===== src/rtl/dsu_pkg.sv =====
package dsu_pkg;
  localparam int ADDR_W = 8;
  localparam int DATA_W = 8;
  localparam int BIT_W  = 3;

  typedef enum logic [1:0] {
    AM_DIRECT   = 2'd0,
    AM_INDIRECT = 2'd1,
    AM_BIT      = 2'd2,
    AM_RSVD     = 2'd3
  } amode_e;

  // SFR that accepts bit access: row start, minus three unpopulated rows
  function automatic logic sfr_bitable(input logic [ADDR_W-1:0] a);
    return a[ADDR_W-1] && (a[BIT_W-1:0] == '0) &&
           (a != 8'hC0) && (a != 8'hD8) && (a != 8'hE8);
  endfunction

  // SFR reachable only as a whole byte: the first row of the space
  function automatic logic sfr_byte_only(input logic [ADDR_W-1:0] a);
    return (a[ADDR_W-1:4] == 4'h8) && (a[BIT_W-1:0] != '0);
  endfunction

  function automatic logic sfr_exists(input logic [ADDR_W-1:0] a);
    return sfr_bitable(a) || sfr_byte_only(a);
  endfunction

  function automatic logic [ADDR_W-1:0] bit_ram_byte(input logic [ADDR_W-1:0] a,
                                                     input logic [ADDR_W-1:0] base);
    return base + ADDR_W'(a[ADDR_W-2:BIT_W]);
  endfunction

  function automatic logic [ADDR_W-1:0] bit_sfr_byte(input logic [ADDR_W-1:0] a);
    return {a[ADDR_W-1:BIT_W], {BIT_W{1'b0}}};
  endfunction

  function automatic logic [DATA_W-1:0] bit_merge(input logic [DATA_W-1:0] old,
                                                  input logic [BIT_W-1:0] idx,
                                                  input logic val);
    logic [DATA_W-1:0] r;
    r = old;
    r[idx] = val;
    return r;
  endfunction
endpackage


===== src/rtl/dsu_addr_resolve.sv =====
module dsu_addr_resolve
  import dsu_pkg::*;
#(
  parameter logic [ADDR_W-1:0] BIT_RAM_BASE = 8'h20
) (
  input  logic [1:0]        acc_mode,
  input  logic [ADDR_W-1:0] acc_addr,
  output logic              ram_sel,
  output logic              sfr_sel,
  output logic              is_bit,
  output logic [ADDR_W-1:0] tgt_addr,
  output logic [BIT_W-1:0]  bit_idx
);
  always_comb begin
    ram_sel  = 1'b0;
    sfr_sel  = 1'b0;
    is_bit   = 1'b0;
    tgt_addr = acc_addr;
    bit_idx  = acc_addr[BIT_W-1:0];
    case (amode_e'(acc_mode))
      AM_DIRECT: begin
        if (acc_addr[ADDR_W-1]) sfr_sel = 1'b1;
        else                    ram_sel = 1'b1;
      end
      AM_INDIRECT: ram_sel = 1'b1;
      AM_BIT: begin
        is_bit = 1'b1;
        if (acc_addr[ADDR_W-1]) begin
          sfr_sel  = 1'b1;
          tgt_addr = bit_sfr_byte(acc_addr);
        end else begin
          ram_sel  = 1'b1;
          tgt_addr = bit_ram_byte(acc_addr, BIT_RAM_BASE);
        end
      end
      default: ;
    endcase
  end
endmodule


===== src/rtl/dsu_ram.sv =====
module dsu_ram
  import dsu_pkg::*;
#(
  parameter int AW = ADDR_W,
  parameter int DW = DATA_W
) (
  input  logic          clk,
  input  logic          we,
  input  logic [AW-1:0] addr,
  input  logic [DW-1:0] wdata,
  output logic [DW-1:0] rdata
);
  localparam int DEPTH = 1 << AW;

  logic [DW-1:0] mem [DEPTH];

  always_ff @(posedge clk) begin
    if (we) mem[addr] <= wdata;
  end

  assign rdata = mem[addr];
endmodule


===== src/rtl/dsu_sfr_bank.sv =====
module dsu_sfr_bank
  import dsu_pkg::*;
#(
  parameter int AW = ADDR_W,
  parameter int DW = DATA_W
) (
  input  logic          clk,
  input  logic          rst,
  input  logic          we,
  input  logic [AW-1:0] addr,
  input  logic [DW-1:0] wdata,
  output logic [DW-1:0] rdata,
  output logic          hit
);
  localparam int NSLOT = 1 << (AW - 1);

  logic [DW-1:0] slot_q [NSLOT];
  logic          any_set;

  for (genvar i = 0; i < NSLOT; i++) begin : g_slot
    localparam logic [AW-1:0] SLOT_ADDR = AW'(NSLOT + i);
    if (sfr_exists(SLOT_ADDR)) begin : g_reg
      logic [DW-1:0] q;
      always_ff @(posedge clk) begin
        if (rst)                            q <= '0;
        else if (we && addr == SLOT_ADDR)   q <= wdata;
      end
      assign slot_q[i] = q;
    end else begin : g_hole
      assign slot_q[i] = '0;
    end
  end

  assign hit   = addr[AW-1] && sfr_exists(addr);
  assign rdata = addr[AW-1] ? slot_q[addr[AW-2:0]] : '0;

  always_comb begin
    any_set = 1'b0;
    for (int k = 0; k < NSLOT; k++) any_set = any_set | (|slot_q[k]);
  end

  // one cycle after reset no SFR holds a set bit
  assert_sfr_reset_clear_R10: assert property (@(posedge clk) rst |=> !any_set);

  // an address with no register behind it reads zero
  assert_unimpl_reads_zero_R9: assert property (@(posedge clk) disable iff (rst)
    !hit |-> rdata == '0);
endmodule


===== src/rtl/dsu_top.sv =====
module dsu_top
  import dsu_pkg::*;
#(
  parameter logic [ADDR_W-1:0] BIT_RAM_BASE = 8'h20
) (
  input  logic              clk,
  input  logic              rst,
  input  logic [1:0]        acc_mode,
  input  logic [ADDR_W-1:0] acc_addr,
  input  logic [DATA_W-1:0] wr_data,
  input  logic              bit_in,
  input  logic              wr_en,
  output logic [DATA_W-1:0] rd_data,
  output logic              rd_bit
);
  localparam logic [ADDR_W-1:0] BIT_RAM_LAST = BIT_RAM_BASE + ADDR_W'((1 << (ADDR_W - 1 - BIT_W)) - 1);

  logic              ram_sel, sfr_sel, is_bit;
  logic [ADDR_W-1:0] tgt_addr;
  logic [BIT_W-1:0]  bit_idx;
  logic [DATA_W-1:0] ram_rdata, sfr_rdata, cur_byte, new_byte;
  logic              ram_we, sfr_we, sfr_hit;

  dsu_addr_resolve #(.BIT_RAM_BASE(BIT_RAM_BASE)) u_resolve (
    .acc_mode (acc_mode),
    .acc_addr (acc_addr),
    .ram_sel  (ram_sel),
    .sfr_sel  (sfr_sel),
    .is_bit   (is_bit),
    .tgt_addr (tgt_addr),
    .bit_idx  (bit_idx)
  );

  dsu_ram u_ram (
    .clk   (clk),
    .we    (ram_we),
    .addr  (tgt_addr),
    .wdata (new_byte),
    .rdata (ram_rdata)
  );

  dsu_sfr_bank u_sfr (
    .clk   (clk),
    .rst   (rst),
    .we    (sfr_we),
    .addr  (tgt_addr),
    .wdata (new_byte),
    .rdata (sfr_rdata),
    .hit   (sfr_hit)
  );

  always_comb begin
    if (ram_sel)                 cur_byte = ram_rdata;
    else if (sfr_sel && sfr_hit) cur_byte = sfr_rdata;
    else                         cur_byte = '0;
  end

  assign new_byte = is_bit ? bit_merge(cur_byte, bit_idx, bit_in) : wr_data;
  assign ram_we   = wr_en && ram_sel;
  assign sfr_we   = wr_en && sfr_sel;
  assign rd_data  = cur_byte;
  assign rd_bit   = is_bit && cur_byte[bit_idx];

  // never both storages in one cycle
  assert_single_target_R1: assert property (@(posedge clk) disable iff (rst)
    $onehot0({ram_we, sfr_we}));

  // direct low half goes to RAM at the same index
  assert_direct_low_ram_R2: assert property (@(posedge clk) disable iff (rst)
    (acc_mode == AM_DIRECT && !acc_addr[ADDR_W-1]) |-> (ram_sel && tgt_addr == acc_addr));

  // indirect never writes a register
  assert_indirect_no_sfr_R4: assert property (@(posedge clk) disable iff (rst)
    (acc_mode == AM_INDIRECT) |-> !sfr_we);

  // bit writes into RAM stay inside the bit window
  assert_bit_ram_window_R6: assert property (@(posedge clk) disable iff (rst)
    (is_bit && ram_we) |-> (tgt_addr >= BIT_RAM_BASE && tgt_addr <= BIT_RAM_LAST));

  // a bit write differs from the old byte in the chosen bit only
  assert_bit_keeps_others_R7: assert property (@(posedge clk) disable iff (rst)
    (is_bit && ram_we) |-> (((new_byte ^ ram_rdata) & ~(DATA_W'(1) << bit_idx)) == '0));

  // reserved mode writes nothing and reads zero
  assert_rsvd_inert_R11: assert property (@(posedge clk) disable iff (rst)
    (acc_mode == AM_RSVD) |-> (!ram_we && !sfr_we && rd_data == '0));
endmodule


===== config.mk =====
export PLATFORM = sky130hd
export DESIGN_NAME = dsu_top
export DESIGN_NICKNAME = d
export VERILOG_FILES = /design/src/rtl/dsu_pkg.sv /design/src/rtl/dsu_addr_resolve.sv /design/src/rtl/dsu_ram.sv /design/src/rtl/dsu_sfr_bank.sv /design/src/rtl/dsu_top.sv
export SDC_FILE = /design/constraint.sdc
export NUM_CORES = 2
export LEC_CHECK = 0
export BUFFER_PORTS_ARGS = -buffer_cell sky130_fd_sc_hd__clkbuf_2
export CORE_ASPECT_RATIO = 1.1
export CORE_MARGIN = 2
export CORE_UTILIZATION = 42
export CTS_CLUSTER_DIAMETER = 50
export DETAILED_ROUTE_END_ITERATION = 7
export GPL_TIMING_DRIVEN = 0
export PLACE_DENSITY = 0.53
export SYNTH_ARGS = -nofsm -noshare
export SYNTH_HDL_FRONTEND = slang
export SYNTH_HIERARCHICAL = 1
export SYNTH_SLANG_ARGS = --single-unit

===== constraint.sdc =====
create_clock -name clk -period 6.9 [get_ports clk]
set_input_delay 1.035 -clock clk [delete_from_list [all_inputs] [get_ports clk]]
set_output_delay 1.035 -clock clk [all_outputs]
set_load 0.02 [all_outputs]

==> flow_metrics.env <==
export IMPL_cts_made_buffers=238
export IMPL_clk_pin_slew_worst_paths_ns=0.06
export IMPL_wl_per_cell_um=33.09
export IMPL_core_um2=211100
export IMPL_maxCapViolations=0
export IMPL_status="finished, violations left"
export IMPL_finalHoldViolCount=0
export IMPL_dieArea_um2=215500
export IMPL_synth_edf_count=2048
export IMPL_clock_latency_ns=0.88
export IMPL_violations="negative setup slack"
export IMPL_seq_area_frac_synth=0.7400
export IMPL_route_detailed_drc=0
export IMPL_area_growth_pct=14.07
export IMPL_pin_count=31
export IMPL_grt_antenna_before_repair=10
export IMPL_async_reset_ff_frac=0
export IMPL_grt_pass1_wl_um=360100
export IMPL_routed_wl_um=259600
export IMPL_via_count=47010
export IMPL_ys_flop_type="edfxtp_1"
export IMPL_p_seq_frac=0.511
export IMPL_fin_ws_ns=-0.1024
export IMPL_tightest_slew_ns=1.329
export IMPL_p_switching_mw=6.946
export IMPL_synth_distinct_cells=59
export IMPL_ant_nets=0
export IMPL_arrival_ns=5.97
export IMPL_drtIter0Drc=5425
export IMPL_overflow=0
export IMPL_synthTopCellsByArea="edfxtp_1 69%, mux4_2 14%, dfxtp_1 4.9%"
export IMPL_post_dp_cell_area_um2=93260
export IMPL_yosys_area_top_type="edfxtp_1"
export IMPL_rows=177
export IMPL_required_ns=5.86
export IMPL_syn_num_nets=4600
export IMPL_min_path_type="reg -> reg"
export IMPL_grt_max_degree=137
export IMPL_internal_power_mw=22.69
export IMPL_ctsHoldBuffers=0
export IMPL_syn_cell_area_um2=88950
export IMPL_place_hpwl_um=168500
export IMPL_layout_drive_gt1_share=0.2488
export IMPL_max_freq_ghz=0.1428
export IMPL_htree_levels=4
export IMPL_synth_top_area_frac=0.6914
export IMPL_slew_limit_headroom=0.1069
export IMPL_cts_root_buf="clkbuf_16"
export IMPL_yosys_warnings=6
export IMPL_cts_buffer_depth=3
export IMPL_die_width_um=442.8
export IMPL_final_min_clock_period_ns=7.002
export IMPL_switching_share=0.2344
export IMPL_ys_ff_latch=2264
export IMPL_synthCells=4578
export IMPL_dr_pass1_iters=6
export IMPL_setup_viol=1
export IMPL_worstPathMaxFanout=14
export IMPL_port_buffers=29
export IMPL_fin_cells=7846
export IMPL_hold_ws_ns=0.4905
export IMPL_final_area_um2=101500
export IMPL_p_leak_nw=31.89
export IMPL_grt_util_all_layers=0.2389
export IMPL_pwr_share_clk=0.409
export IMPL_skew_ns=0.04446
export IMPL_ir_drop_mv=0.2830
export IMPL_start_util=0.4215
export IMPL_startpoint_type="primary input"
export IMPL_grt_pass1_vias=46580
export IMPL_synth_avg_cell_area_um2=19.43
export IMPL_viasPerCell=5.991
export IMPL_maxSlewViolCount=0
export IMPL_cts_sinks=2264
export IMPL_dp_cells=7403
export IMPL_power_density_nw_per_um2=292.1
export IMPL_endpoint_kind="output port"
export IMPL_reg2reg_setup_slack_ns=1.35
export IMPL_power_frac_comb=0.080
export IMPL_place_ws_ns=-3.304
export IMPL_rsz0062_at_grt="yes"
export IMPL_fin_crit_sh=1.015
export IMPL_cts_tree="built"
export IMPL_final_util=0.4807
export IMPL_die_y_um=486.7
export IMPL_gp_congestion=0.8917
export IMPL_path_class="in -> out"
export IMPL_nets=4896
layout make-up:
class,count,area [um^2]
Sequential cell,2264,65820
Antenna cell,4,10.01
Tap cell,2774,3471
Timing Repair Buffer,58,760.7
Buffer,330,1903
Fill cell,17630,109600
Clock inverter,137,1084
Clock buffer,297,6250
Inverter,3,11.26
Multi-Input combinational cell,1979,22150
synth_stat cells (5+ instances only):
master and number:
mux2_2 29, nor4_4 7, mux2i_1 240, nand4_1 18
mux4_2 545, o41ai_1 32, a22oi_1 263, a21oi_1 136
buf_6 19, nor3_1 42, and2_1 7, nand3_1 18
nand2_1 49, edfxtp_1 2048, a31oi_1 9, buf_2 61
clkbuf_1 199, mux2_1 5, nand3_2 5, a22o_1 16
buf_1 32, nand2b_1 10, and3_1 8, or3_1 7
buf_4 21, o21ai_1 5, nor2b_1 15, o22ai_1 6
a32oi_1 5, nor2_1 455, dfxtp_1 216, nand3b_1 7
cell usage in the layout, fill, tap and decap left out, types with 8 or more instances in the layout:
cell type / instances
edfxtp_1: 2048
mux4_2: 545
nor2_1: 454
a22oi_1: 246
clkbuf_16: 240
mux2i_1: 240
dfxtp_1: 216
clkbuf_1: 159
a21oi_1: 115
clkbuf_2: 88
clkinv_1: 65
buf_2: 52
nand2_1: 49
buf_4: 48
nor3_1: 31
clkbuf_4: 29
clkinv_2: 27
buf_6: 22
a21oi_2: 21
mux2_2: 20
nand3_1: 18
buf_16: 18
nand4_1: 18
a22oi_2: 17
o41ai_1: 16
a22o_1: 16
nor2b_1: 14
nor3_2: 14
buf_1: 13
bufinv_16: 11
nand2b_1: 10
o41ai_4: 9
a31oi_1: 9
mux2_8: 8
inv_6: 8
clkbuf_8: 8
and3_1: 8
worst paths after layout:
path / startpoint / endpoint / cells after the start
max: acc_addr[7] / rd_bit / 13
min: u_sfr/g_slot[5].g_reg.q[3] / u_sfr/g_slot[5].g_reg.q[3] / 2
max reg2reg: u_ram/mem[59][5] / u_sfr/g_slot[24].g_reg.q[5] / 14
min reg2reg: u_sfr/g_slot[5].g_reg.q[3] / u_sfr/g_slot[5].g_reg.q[3] / 2
critical path, cell delays in order:
cell and delay [ns]:
clkbuf_2 0.14, nor3b_2 0.29, or2_2 0.63, nand2b_1 0.45, clkbuf_1 0.69, a21oi_1 0.37
o41ai_4 0.50, nand4_1 0.55, nand2_1 0.22, o21ai_1 0.17, mux4_2 0.48, o211a_1 0.23
clkbuf_2 0.15
kinds of logic (layout without fill, tap and decap cells):
kind of cell / Yosys count / after routing / synth area share
AO/OA/AOI/OAI: 476 / 476 / 0.03683
multiplexers: 820 / 821 / 0.1695
XOR/XNOR: 1 / 1 / 0.00009848
buffers and inverters: 336 / 825 / 0.01765
other: 0 / 4 / 0
AND/OR/NAND/NOR: 681 / 681 / 0.03594
flip-flops: 2264 / 2264 / 0.7400
power groups by stage:
stage | logic (mW) | clock network (mW) | registers, mW
final | 2.36 | 12.1 | 15.2
after global routing | 2.46 | 12.9 | 15.1
after CTS | 2.37 | 12.4 | 15.2
after detailed placement | 2.29 | 0 | 15.4
after global placement | 2.19 | 0 | 15.5
after floorplan | 1.24 | 0 | 15.5
timing repair:
item,4_1_cts,5_1_grt
pin swaps,13,1
buffers inserted,3,0
endpoints found under the setup margin,2270,51
hold endpoints to repair,0,0
cloned,2,0
gates resized for setup,242,24
metrics by stage:
step                power [mW]  setup TNS, ns
floorplan                16.72              0
CTS                      29.89              0
global route             30.48        -0.1529
global placement         17.73              -
detailed placement       17.74       -4144.56
finish                   29.63        -0.1024
routing by layer:
metal / wire length (um) / global-route usage / vias up
met1: 109000 / 0.3357 / 25330
met5: 34 / 0 / -
met3: 17690 / 0.03599 / 380
met4: 8108 / 0.07678 / 6
li1: - / - / 19380
met2: 124700 / 0.3851 / 1913
sequential cells by signal (all words and copies together), names as in the netlist:
register,cells
u_ram/mem,2048
u_sfr/g_slot.g_reg.q,216
No activity file was read; power rests on OpenSTA's default activity.
